===== src/rtl/byte_alu_pkg.sv =====
package byte_alu_pkg;

    localparam int DATA_W  = 8;
    localparam int FLAG_W  = 6;

    localparam int FL_C = 0;
    localparam int FL_Z = 1;
    localparam int FL_N = 2;
    localparam int FL_V = 3;
    localparam int FL_S = 4;
    localparam int FL_H = 5;

    typedef enum logic [3:0] {
        OP_ADD = 4'd0,
        OP_ADC = 4'd1,
        OP_SUB = 4'd2,
        OP_SBC = 4'd3,
        OP_CMP = 4'd4,
        OP_CPC = 4'd5,
        OP_AND = 4'd6,
        OP_OR  = 4'd7,
        OP_XOR = 4'd8,
        OP_INC = 4'd9,
        OP_DEC = 4'd10,
        OP_MOV = 4'd11,
        OP_MUL = 4'd12
    } alu_op_e;

    localparam logic [FLAG_W-1:0] MASK_ALL   = 6'b111111;
    localparam logic [FLAG_W-1:0] MASK_ZNVS  = 6'b011110;
    localparam logic [FLAG_W-1:0] MASK_ZC    = 6'b000011;
    localparam logic [FLAG_W-1:0] MASK_NONE  = 6'b000000;

endpackage


===== src/rtl/byte_alu_addsub.sv =====
module byte_alu_addsub #(
    parameter int WIDTH = 8
) (
    input  logic [WIDTH-1:0] a,
    input  logic [WIDTH-1:0] b,
    input  logic             cin,
    input  logic             sub,
    output logic [WIDTH-1:0] sum,
    output logic             c_out,
    output logic             h_out,
    output logic             v_out
);
    localparam int HALF = WIDTH / 2;
    localparam int MSB  = WIDTH - 1;

    logic [WIDTH:0] full;
    logic [HALF:0]  low;

    always_comb begin
        if (sub) begin
            full = {1'b0, a} - {1'b0, b} - {{WIDTH{1'b0}}, cin};
            low  = {1'b0, a[HALF-1:0]} - {1'b0, b[HALF-1:0]} - {{HALF{1'b0}}, cin};
        end else begin
            full = {1'b0, a} + {1'b0, b} + {{WIDTH{1'b0}}, cin};
            low  = {1'b0, a[HALF-1:0]} + {1'b0, b[HALF-1:0]} + {{HALF{1'b0}}, cin};
        end
        sum   = full[WIDTH-1:0];
        c_out = full[WIDTH];
        h_out = low[HALF];
        if (sub) begin
            v_out = (a[MSB] != b[MSB]) && (full[MSB] != a[MSB]);
        end else begin
            v_out = (a[MSB] == b[MSB]) && (full[MSB] != a[MSB]);
        end
    end
endmodule


===== src/rtl/byte_alu_logic.sv =====
module byte_alu_logic #(
    parameter int WIDTH = 8
) (
    input  logic [WIDTH-1:0] a,
    input  logic [WIDTH-1:0] b,
    input  logic [1:0]       fn,
    output logic [WIDTH-1:0] y
);
    always_comb begin
        unique case (fn)
            2'd0:    y = a & b;
            2'd1:    y = a | b;
            default: y = a ^ b;
        endcase
    end
endmodule


===== src/rtl/byte_alu_mult.sv =====
module byte_alu_mult #(
    parameter int WIDTH = 8
) (
    input  logic [WIDTH-1:0]   a,
    input  logic [WIDTH-1:0]   b,
    output logic [2*WIDTH-1:0] p
);
    localparam int PW = 2 * WIDTH;

    always_comb begin
        p = {{WIDTH{1'b0}}, a} * {{WIDTH{1'b0}}, b};
    end

    logic unused_ok;
    assign unused_ok = &{1'b0, PW[0]};
endmodule


===== src/rtl/byte_alu.sv =====
module byte_alu
    import byte_alu_pkg::*;
#(
    parameter int WIDTH = DATA_W
) (
    input  logic [WIDTH-1:0]   opnd_a,
    input  logic [WIDTH-1:0]   opnd_b,
    input  logic               carry_in,
    input  logic               zero_in,
    input  logic [3:0]         op_sel,
    output logic [WIDTH-1:0]   result,
    output logic [2*WIDTH-1:0] product,
    output logic [FLAG_W-1:0]  flag_next,
    output logic [FLAG_W-1:0]  flag_wr,
    output logic               result_wr,
    output logic               product_wr
);
    localparam int MSB = WIDTH - 1;

    alu_op_e        op;
    logic [WIDTH-1:0] as_b;
    logic             as_cin;
    logic             as_sub;
    logic [WIDTH-1:0] as_sum;
    logic             as_c;
    logic             as_h;
    logic             as_v;
    logic [1:0]       lg_fn;
    logic [WIDTH-1:0] lg_y;
    logic [2*WIDTH-1:0] mul_p;

    assign op = alu_op_e'(op_sel);

    always_comb begin
        as_b   = ((op == OP_INC) || (op == OP_DEC)) ? WIDTH'(1) : opnd_b;
        as_cin = ((op == OP_ADC) || (op == OP_SBC) || (op == OP_CPC)) ? carry_in : 1'b0;
        as_sub = (op == OP_SUB) || (op == OP_SBC) || (op == OP_CMP) ||
                 (op == OP_CPC) || (op == OP_DEC);
        lg_fn  = (op == OP_AND) ? 2'd0 : (op == OP_OR) ? 2'd1 : 2'd2;
    end

    byte_alu_addsub #(.WIDTH(WIDTH)) u_addsub (
        .a(opnd_a), .b(as_b), .cin(as_cin), .sub(as_sub),
        .sum(as_sum), .c_out(as_c), .h_out(as_h), .v_out(as_v)
    );

    byte_alu_logic #(.WIDTH(WIDTH)) u_logic (
        .a(opnd_a), .b(opnd_b), .fn(lg_fn), .y(lg_y)
    );

    byte_alu_mult #(.WIDTH(WIDTH)) u_mult (
        .a(opnd_a), .b(opnd_b), .p(mul_p)
    );

    // single output process: decode the operation code
    always_comb begin
        logic v_bit;
        logic z_bit;
        logic c_bit;
        logic h_bit;
        result     = '0;
        product    = mul_p;
        flag_wr    = MASK_NONE;
        result_wr  = 1'b0;
        product_wr = 1'b0;
        v_bit      = 1'b0;
        c_bit      = 1'b0;
        h_bit      = 1'b0;
        z_bit      = 1'b0;
        unique case (op)
            OP_ADD, OP_ADC, OP_SUB, OP_SBC, OP_CMP, OP_CPC: begin
                result    = as_sum;
                v_bit     = as_v;
                c_bit     = as_c;
                h_bit     = as_h;
                z_bit     = (as_sum == '0);
                if ((op == OP_SBC) || (op == OP_CPC)) begin
                    z_bit = (as_sum == '0) & zero_in;
                end
                flag_wr   = MASK_ALL;
                result_wr = !((op == OP_CMP) || (op == OP_CPC));
            end
            OP_AND, OP_OR, OP_XOR: begin
                result    = lg_y;
                z_bit     = (lg_y == '0);
                flag_wr   = MASK_ZNVS;
                result_wr = 1'b1;
            end
            OP_INC, OP_DEC: begin
                result    = as_sum;
                z_bit     = (as_sum == '0);
                v_bit     = as_v;
                flag_wr   = MASK_ZNVS;
                result_wr = 1'b1;
            end
            OP_MOV: begin
                result    = opnd_b;
                result_wr = 1'b1;
            end
            OP_MUL: begin
                c_bit      = mul_p[2*WIDTH-1];
                z_bit      = (mul_p == '0);
                flag_wr    = MASK_ZC;
                product_wr = 1'b1;
            end
            default: begin
                result = '0;
            end
        endcase
        flag_next       = '0;
        flag_next[FL_C] = c_bit;
        flag_next[FL_Z] = z_bit;
        flag_next[FL_N] = result[MSB];
        flag_next[FL_V] = v_bit;
        flag_next[FL_S] = result[MSB] ^ v_bit;
        flag_next[FL_H] = h_bit;
    end
endmodule


===== config.mk =====
export PLATFORM = sky130hd
export DESIGN_NAME = byte_alu
export DESIGN_NICKNAME = d
export VERILOG_FILES = /design/src/rtl/byte_alu_pkg.sv /design/src/rtl/byte_alu_addsub.sv /design/src/rtl/byte_alu_logic.sv /design/src/rtl/byte_alu_mult.sv /design/src/rtl/byte_alu.sv
export SDC_FILE = /design/constraint.sdc
export NUM_CORES = 1
export LEC_CHECK = 0
export ABC_CLOCK_PERIOD_IN_PS = 6870
export BUFFER_PORTS_ARGS = -buffer_cell sky130_fd_sc_hd__buf_4
export CORE_ASPECT_RATIO = 1.1
export CORE_MARGIN = 3
export CORE_UTILIZATION = 30
export DETAILED_ROUTE_END_ITERATION = 10
export GPL_ROUTABILITY_DRIVEN = 1
export PLACE_DENSITY_LB_ADDON = 0.08
export SYNTH_ARGS = -nofsm -noshare
export SYNTH_HDL_FRONTEND = slang
export SYNTH_HIERARCHICAL = 1
export SYNTH_SLANG_ARGS = --single-unit

===== constraint.sdc =====
create_clock -name vclk -period 6.87
set_clock_uncertainty 0.1 [all_clocks]
set_input_delay 1.374 -clock vclk [all_inputs]
set_output_delay 1.374 -clock vclk [all_outputs]
set_load 0.02 [all_outputs]

==> metrics.txt, run 1 <==
status=finished with violations; failing checks=negative setup slack; DRC Markers=0; Die W=119 um; detailed-router iteration count before antenna repair=4; pin count of the biggest net entering global routing=18; Rel. slew slack=22.6%; Hold Fails Final Rpt=0; Yosys top cell area share=21.6%; HPWL after DPL=10.9 mm; RSZ-0062 raised after global routing=yes; most frequent CP cell=fa_1; Unique masters post-synth=71; n_diodes=0; top area cells in the synthesized netlist=ha_1 22%, fa_1 19%, and2_1 9.3%; initial antenna violation count=0; VDD IR-drop max=0.291 mV; static leakage=2.89 nW; PortBufs=60; die area=0.0155 sq mm; Initial Util=31.3%; Arr. time, crit path=5.76 ns; Hold WS=2.99 ns; setup_tns=-0.371 ns; via count=4055; layout cells sized above 1=31.0%; first-pass GRT wire length=20.7 mm; commonest non-fill, non-tap cell in the layout=buf_4; post-route ant nets=0; Worst path slowest cell=fa_1; hold_buf cts=0; GRT Overall Usage=15.9%; setup ws final=-0.366 ns; pwr dens=264 mW/mm^2; total gr overflow=0; Hold Crit Class=input pin to output pin; routability cong.=0.804; Post-Syn Nets=670; Cells after Synth=535; CP Cell Sequence=buf_8, and2_4, fa_1, inv_1, fa_1, inv_1, fa_1, inv_1, fa_1, inv_2, ha_4, o21a_1, o31a_4, o311ai_4, buf_4, o311ai_4, nor4_4, and4_4, a311o_1, buf_6; clock buffer count in the final layout=0; die height=130 um; Via density=4.82; most frequent cells in the layout=123 x buf_4, 101 x inv_1, 66 x ha_1; crit share post-route=105%; flip-flop and latch count=0; vias in the first global route=4118; Area Overhead vs Synth=35.8%; FILL cells=1410; crit path kind=input pin to output pin; max incr delay on CP=0.53 ns; Ys Warns=6; crit start category=input pin; max frequency=138 MHz; final setup fails=2; Worst Tran Pin Value=1.15 ns; Slew Limit Fails=0; Mean Syn Cell Area=7.90 sq um; max-cap viol count=0; drt wl/cell=14.8 um; Layout Nets=795; Reg area=0 sq um; # rows=44; Final Critical Period=7.24 ns; Worst setup EP type=output pin; post-synthesis cell area=0.00422 sq mm; # IOs=60; Iteration-0 DRC Markers=199; sequential cell area fraction in the yosys report=0%; CP Max Fanout=5; Worst EP required=5.40 ns; Routed Wire Length=12.4 mm; core area=0.0135 sq mm; Yosys top cell by area=ha_1
## power breakdown
part	internal (mW)	leakage (nW)	total, mW	switching [mW]
clock	0	0	0	0
sequential	0	0	0	0
combinational	0.760	2.89	1.51	0.754
## path summary, 6_finish.rpt
check       from            to  depth (start not counted)  slack, ns
max    opnd_a[5]  flag_next[1]                         20      -0.37
min    op_sel[3]    flag_wr[1]                          3       2.99
## per-stage QoR
step	utilization (%)	worst slack [ns]	cells	area, sq um	total power, mW
finish	42.5	-0.366	842	5740	1.51
global route	42.5	-0.511	842	5740	1.66
CTS	41.7	-0.366	840	5630	1.48
detailed placement	41.0	-0.636	838	5530	1.40
global placement	41.0	-0.531	838	5530	1.39
floorplan	-	-0.0242	535	4380	0.842
## logic make-up (layout without fill, tap and decap cells)
group / count (synthesis) / after routing / share of synthesized area, %
compound gates: 98 / 98 / 18.5
simple gates: 185 / 185 / 24.6
xor+xnor: 20 / 20 / 4.32
buf+inv: 115 / 238 / 11.0
mux: 4 / 4 / 0.948
fa+ha+maj: 113 / 113 / 40.6
## what timing repair did
item	CTS	global route
hold endpoints to repair	0	0
pin swaps	10	20
resized for setup	20	24
buffers inserted	2	4
setup endpoints to repair	2	5
## worst max-delay path: cells and delay by family
family / cells / cell delay, ns
simple gates: 3 / 0.46
fa+ha+maj: 5 / 2.23
compound gates: 5 / 1.10
buf+inv: 7 / 0.60
## layer usage
metal / routed length (um) / track usage, % / up-vias / part of all wire, %
met4: 48 / 0.477 / 0 / 0.39
met1: 6030 / 23.0 / 1953 / 49
met3: 421 / 0.430 / 2 / 3.4
met2: 5930 / 27.9 / 73 / 48
met5: 0 / 0 / - / 0
li1: - / - / 2027 / -
## cells in the mapped netlist (all sizes together), types with 2 or more instances
cell,n
o311ai,3
nand2b,7
ha,73
a21oi,19
o21ai,20
and3,3
inv,103
or3,2
clkbuf,3
nor2b,9
a31oi,2
nand4,3
xor2,5
nand3,2
a21boi,2
nor3,6
nand2,44
o21a,4
o211ai,2
buf,9
a211oi,3
mux2i,4
o21bai,2
and4,2
nor4,8
nor2,22
o31ai,11
nand3b,3
or2,4
a211o,2
a21o,5
o31a,5
a2111oi,2
or4,3
and2,64
xnor2,15
a222oi,8
fa,40
## cell type report
| type | count | area (sq um) | area share, % |
|---|---|---|---|
| inverters | 103 | 387 | 6.74 |
| multi-input cells | 420 | 4040 | 70.4 |
| well taps | 184 | 230 | 4.01 |
| repair buffers | 135 | 1080 | 18.8 |
No activity file was read; power rests on OpenSTA's default activity.
==> run 2: changes to the inputs <==
--- a/config.mk
+++ b/config.mk
@@ -5,12 +5,12 @@
 export SDC_FILE = /design/constraint.sdc
 export NUM_CORES = 1
 export LEC_CHECK = 0
-export ABC_CLOCK_PERIOD_IN_PS = 6870
-export BUFFER_PORTS_ARGS = -buffer_cell sky130_fd_sc_hd__buf_4
+export ABC_CLOCK_PERIOD_IN_PS = 7100
 export CORE_ASPECT_RATIO = 1.1
 export CORE_MARGIN = 3
 export CORE_UTILIZATION = 30
 export DETAILED_ROUTE_END_ITERATION = 10
+export DONT_BUFFER_PORTS = 1
 export GPL_ROUTABILITY_DRIVEN = 1
 export PLACE_DENSITY_LB_ADDON = 0.08
 export SYNTH_ARGS = -nofsm -noshare
==> constraint.sdc (replaced) <==
create_clock -name vclk -period 7.1
set_clock_uncertainty 0.1 [all_clocks]
set_input_delay 1.42 -clock vclk [all_inputs]
set_output_delay 1.42 -clock vclk [all_outputs]
set_load 0.02 [all_outputs]
==> run 2 against run 1 <==
Against the previous run: the flow still finishes with violations (negative setup slack); utilization decreased by 6.2 points; cell count is 10% lower; setup slack improved by 0.14 ns; count of clock-buffer cells in the layout unchanged; non-clock buffer count shrank 88; die area did not move; via count fell by 7.4%; final area decreased by 15%; combinational power shrank 17%; routed wire length is 3.5% lower; global-route usage down 0.26 points.
==> metrics.txt, run 2 (synthesis results as in run 1) <==
max-cap viol count=0 (unchanged); Final Critical Period=7.32 ns; # IOs=60 (unchanged); Area Overhead vs Synth=15.9%; DRC Markers=0 (unchanged); flip-flop and latch count=0 (unchanged); clock buffer count in the final layout=0 (unchanged); Layout Nets=707 (-11%); post-route ant nets=0 (unchanged); DP Worst Slack=-0.338 ns (+0.298 ns); core area=0.0135 sq mm (unchanged); Reg area=0 sq um (unchanged); failing checks=negative setup slack; Hold Crit Class=input pin to output pin; setup ws final=-0.224 ns (+0.142 ns); hold depth=1 (-2); Die W=119 um (unchanged); GRT Overall Usage=15.6% (-0.26 points); Final Power=1.26 mW (-17%); Hold Startpoint=op_sel[3]; die height=130 um (unchanged); RSZ-0062 raised after global routing=yes; # rows=44 (unchanged); Slew Limit Fails=0 (unchanged); max incr delay on CP=0.54 ns (about the same); most frequent CP cell=fa_1; static leakage=2.44 nW (-16%); final setup fails=1 (-1); detailed-router iteration count before antenna repair=5 (+1); commonest non-fill, non-tap cell in the layout=inv_1; setup_tns=-0.224 ns (+0.147 ns); hold_buf cts=0 (unchanged); n_diodes=0 (unchanged); max frequency=137 MHz; Routed Wire Length=12.0 mm (-3.5%); routability cong.=0.739 (-8.1%); Initial Util=31.3% (unchanged); Via density=4.98 (+3.4%); crit path kind=input pin to output pin; pin count of the biggest net entering global routing=18 (unchanged); PortBufs=0 (-100%); pwr dens=258 mW/mm^2 (-2.3%); most frequent cells in the layout=102 x inv_1, 69 x ha_1, 63 x and2_1; drt wl/cell=15.9 um (+7.8%); total gr overflow=0 (unchanged); via count=3756 (-7.4%); CP Max Fanout=12 (+7); VDD IR-drop max=0.327 mV (+13%); FILL cells=1461 (+3.6%); crit share post-route=103%; CP Cell Sequence=and2_1, fa_1, inv_1, fa_1, inv_1, fa_1, inv_1, fa_1, inv_2, ha_4, o21a_1, o31a_4, buf_4, o31ai_4, a21boi_4, or4_1, nor2_2, and4_4, a311o_1, buf_4; post-layout util=36.3% (-6.2 points); crit start category=input pin; Hold Fails Final Rpt=0 (unchanged); vias in the first global route=3949 (-4.1%); Min-Delay Endpoint=flag_wr[1]; Worst path slowest cell=fa_1; Rel. slew slack=25.2% (+2.7 points); HPWL after DPL=9.87 mm (-9.5%); Worst EP required=5.58 ns (+0.18 ns); first-pass GRT wire length=20.1 mm (-2.8%); status=finished with violations; initial antenna violation count=0 (unchanged); die area=0.0155 sq mm (unchanged); Arr. time, crit path=5.80 ns (+0.04 ns); Worst Tran Pin Value=1.11 ns (-0.0388 ns); Worst setup EP type=output pin; Iteration-0 DRC Markers=176 (-12%); layout cells sized above 1=17.5% (-13 points); multi-input logic area=0.00393 sq mm (-2.8%)
==> run 2: cell types whose count changed in the layout (fill, tap and decap cells not counted), sizes merged <==
cell	before	now
buf	135	47
==> run 2: area by class of cell <==
class	instances	share of cell area [%]
multi-input combinational	420	80.2
timing repair buffer	47	7.21
inverter	103	7.90
tap	184	4.70
==> run 2: critical path: cells and delay by family <==
kind	cells	cell delay [ns]
compound gates	5	0.66
simple gates	4	0.93
buf+inv	6	0.49
fa+ha+maj	5	2.31
==> run 2: metal layers <==
layer / global-route usage, % / vias to the layer above / routed length, um
met4: 0.545 / 0 / 48
met2: 30.0 / 84 / 6030
met5: 0 / - / 0
li1: - / 1853 / -
met3: 1.12 / 4 / 483
met1: 20.2 / 1815 / 5430
==> run 2: what timing repair did <==
item                       CTS  global route
hold endpoints to repair     0             0
pin swaps                    2             4
setup buffers                1             0
setup endpoints to repair    1             3
gates resized for setup      8             5
==> run 2: report_power, final <==
group	total (mW)	internal [mW]	leakage, nW	switching (mW)
logic	1.26	0.599	2.44	0.663
registers	0	0	0	0
clock network	0	0	0	0
==> run 2: how the worst max path moves through the flow <==
stage / startpoint / cells past startpoint / slack, ns / endpoint
final: opnd_a[3] / 20 / -0.22 / flag_next[1]
after global routing: opnd_a[3] / 19 / -0.39 / flag_next[1]
after CTS: opnd_a[3] / 19 / -0.26 / flag_next[1]
after detailed placement: opnd_b[7] / 17 / -0.34 / flag_next[1]
after global placement: opnd_b[7] / 16 / -0.33 / flag_next[1]
after floorplan: opnd_a[3] / 18 / 0.008 / flag_next[1]
==> run 2: per-stage QoR <==
step	hold WS [ns]	cell area, sq um	cells
after floorplan	2.84	4350	535
after global placement	2.87	4840	753
after detailed placement	2.87	4840	753
after CTS	2.87	4870	754
after global routing	2.88	4890	754
final	2.86	4890	754
==> run 3: changes to the inputs <==
--- a/config.mk
+++ b/config.mk
@@ -6,11 +6,11 @@
 export NUM_CORES = 1
 export LEC_CHECK = 0
 export ABC_CLOCK_PERIOD_IN_PS = 7100
+export BUFFER_PORTS_ARGS = -buffer_cell sky130_fd_sc_hd__buf_4
 export CORE_ASPECT_RATIO = 1.1
 export CORE_MARGIN = 3
 export CORE_UTILIZATION = 30
 export DETAILED_ROUTE_END_ITERATION = 10
-export DONT_BUFFER_PORTS = 1
 export GPL_ROUTABILITY_DRIVEN = 1
 export PLACE_DENSITY_LB_ADDON = 0.08
 export SYNTH_ARGS = -nofsm -noshare
==> run 3 against run 2 <==
Against the previous run: the flow still finishes with violations (negative setup slack); routed wire length grew 3.0%; non-clock buffer count grew 80; combinational power grew 9%; via count grew 5.9%; die area is the same.
==> metrics.txt, run 3 (synthesis results as in run 1) <==
status=finished with violations; failing checks=negative setup slack; flip-flop and latch count=0 (unchanged); HPWL after DPL=10.8 mm (+9.2%); Worst EP required=5.58 ns (about the same); layout cells sized above 1=29.1% (+12 points); Reg area=0 sq um (unchanged); commonest non-fill, non-tap cell in the layout=buf_4; crit path kind=input pin to output pin; # rows=44 (unchanged); most frequent cells in the layout=116 x buf_4, 100 x inv_1, 68 x ha_1; Hold WS=3.08 ns (+0.215 ns); post-route ant nets=0 (unchanged); GRT Overall Usage=16.1% (+0.50 points); most frequent CP cell=fa_1; max-cap viol count=0 (unchanged); detailed-router iteration count before antenna repair=5 (unchanged); Final Instance Area=0.00560 sq mm (+14%); final setup fails=1 (unchanged); Min-Delay Endpoint=flag_wr[1]; CP Cell Sequence=buf_8, and2_4, fa_1, inv_2, fa_1, inv_1, fa_1, inv_1, fa_1, inv_2, ha_4, o21a_1, o31a_4, buf_6, o311ai_4, buf_4, o311ai_4, nor4_4, and4_4, a311o_1, buf_6; Final Critical Period=7.46 ns (+0.135 ns); n_diodes=0 (unchanged); pwr dens=245 mW/mm^2 (-4.8%); multi-input logic area=0.00396 sq mm (+0.99%); Worst path slowest cell=fa_1; die area=0.0155 sq mm (unchanged); PortBufs=60 (+60); Via density=4.77 (-4.3%); hold depth=3 (+2); first-pass GRT wire length=20.7 mm (+3.1%); clock buffer count in the final layout=0 (unchanged); core area=0.0135 sq mm (unchanged); Initial Util=31.3% (unchanged); crit start category=input pin; routability cong.=0.808 (+9.3%); hold_buf cts=0 (unchanged); pin count of the biggest net entering global routing=18 (unchanged); total gr overflow=0 (unchanged); Layout Nets=787 (+11%); Worst Tran Pin Value=1.28 ns (+0.169 ns); drt wl/cell=14.8 um (-6.9%); static leakage=2.84 nW (+16%); Die W=119 um (unchanged); die height=130 um (unchanged); max incr delay on CP=0.54 ns (about the same); FILL cells=1422 (-2.7%); CP Max Fanout=4 (-8); # IOs=60 (unchanged); max frequency=134 MHz (-1.8%); RSZ-0062 raised after global routing=yes; placed cell areas=0.00546 sq mm (+13%); Area Overhead vs Synth=32.6%; setup ws final=-0.359 ns (-0.135 ns); Worst setup EP type=output pin; initial antenna violation count=0 (unchanged); Routed Wire Length=12.4 mm (+3.0%); Slew Limit Fails=0 (unchanged); crit share post-route=105% (+1.9 points); Iteration-0 DRC Markers=171 (-2.8%); Rel. slew slack=13.8% (-11 points); vias in the first global route=4053 (+2.6%); Hold Crit Class=input pin to output pin; via count=3977 (+5.9%); Arr. time, crit path=5.94 ns (+0.14 ns); VDD IR-drop max=0.412 mV (+26%); DRC Markers=0 (unchanged); Hold Fails Final Rpt=0 (unchanged); Hold Startpoint=op_sel[3]
-- run 3: how the worst max path moves through the flow --
stage              start           end  slack [ns]  cells past startpoint
3_3_place_gp   opnd_a[3]  flag_next[1]       -0.57                     20
3_5_place_dp   opnd_b[4]  flag_next[1]       -0.59                     18
6_report       opnd_a[3]  flag_next[1]       -0.36                     21
4_1_cts        opnd_b[4]  flag_next[1]       -0.34                     20
2_1_floorplan  opnd_a[3]  flag_next[1]       0.008                     18
5_1_grt        opnd_a[3]  flag_next[1]       -0.52                     21
-- run 3: repair_timing --
item                                    in CTS  in global routing
endpoints found under the setup margin       2                  4
setup buffers                                3                  1
pin swaps                                   20                 15
resized for setup                           25                  9
-- run 3: stage by stage --
step                util (%)  power [mW]  instances  setup TNS (ns)  worst slack [ns]
floorplan                  -       0.795        535               0           0.00841
global placement        40.5        1.31        832          -0.610            -0.567
detailed placement      40.5        1.31        832          -0.684            -0.593
CTS                     41.4        1.39        834          -0.340            -0.340
global route            41.5        1.52        834          -0.600            -0.525
finish                  41.5        1.37        834          -0.359            -0.359
-- run 3: area by class of cell --
cell class         instances  share of cell area [%]
inverters                103                    6.90
well taps                184                    4.11
multi-input cells        420                    70.8
repair buffers           127                    18.2
-- run 3: critical path: cells and delay by family --
family | cells | cell delay, ns
adders and majority gates | 5 | 2.20
AOI/OAI and AO/OA | 5 | 0.81
and+or+nand+nor | 3 | 0.77
buffers and inverters | 8 | 0.73
-- run 3: metal layers --
layer / global-route usage [%] / share of wire, % / vias up
met5: 0 / 0 / -
li1: - / - / 2015
met1: 21.2 / 45 / 1878
met3: 0.560 / 3.9 / 4
met4: 0.477 / 0.31 / 0
met2: 31.0 / 51 / 80
-- run 3: where the power goes --
group	switching, mW	leakage, nW	internal, mW	total, mW
Sequential	0	0	0	0
Clock	0	0	0	0
Combinational	0.700	2.84	0.674	1.37
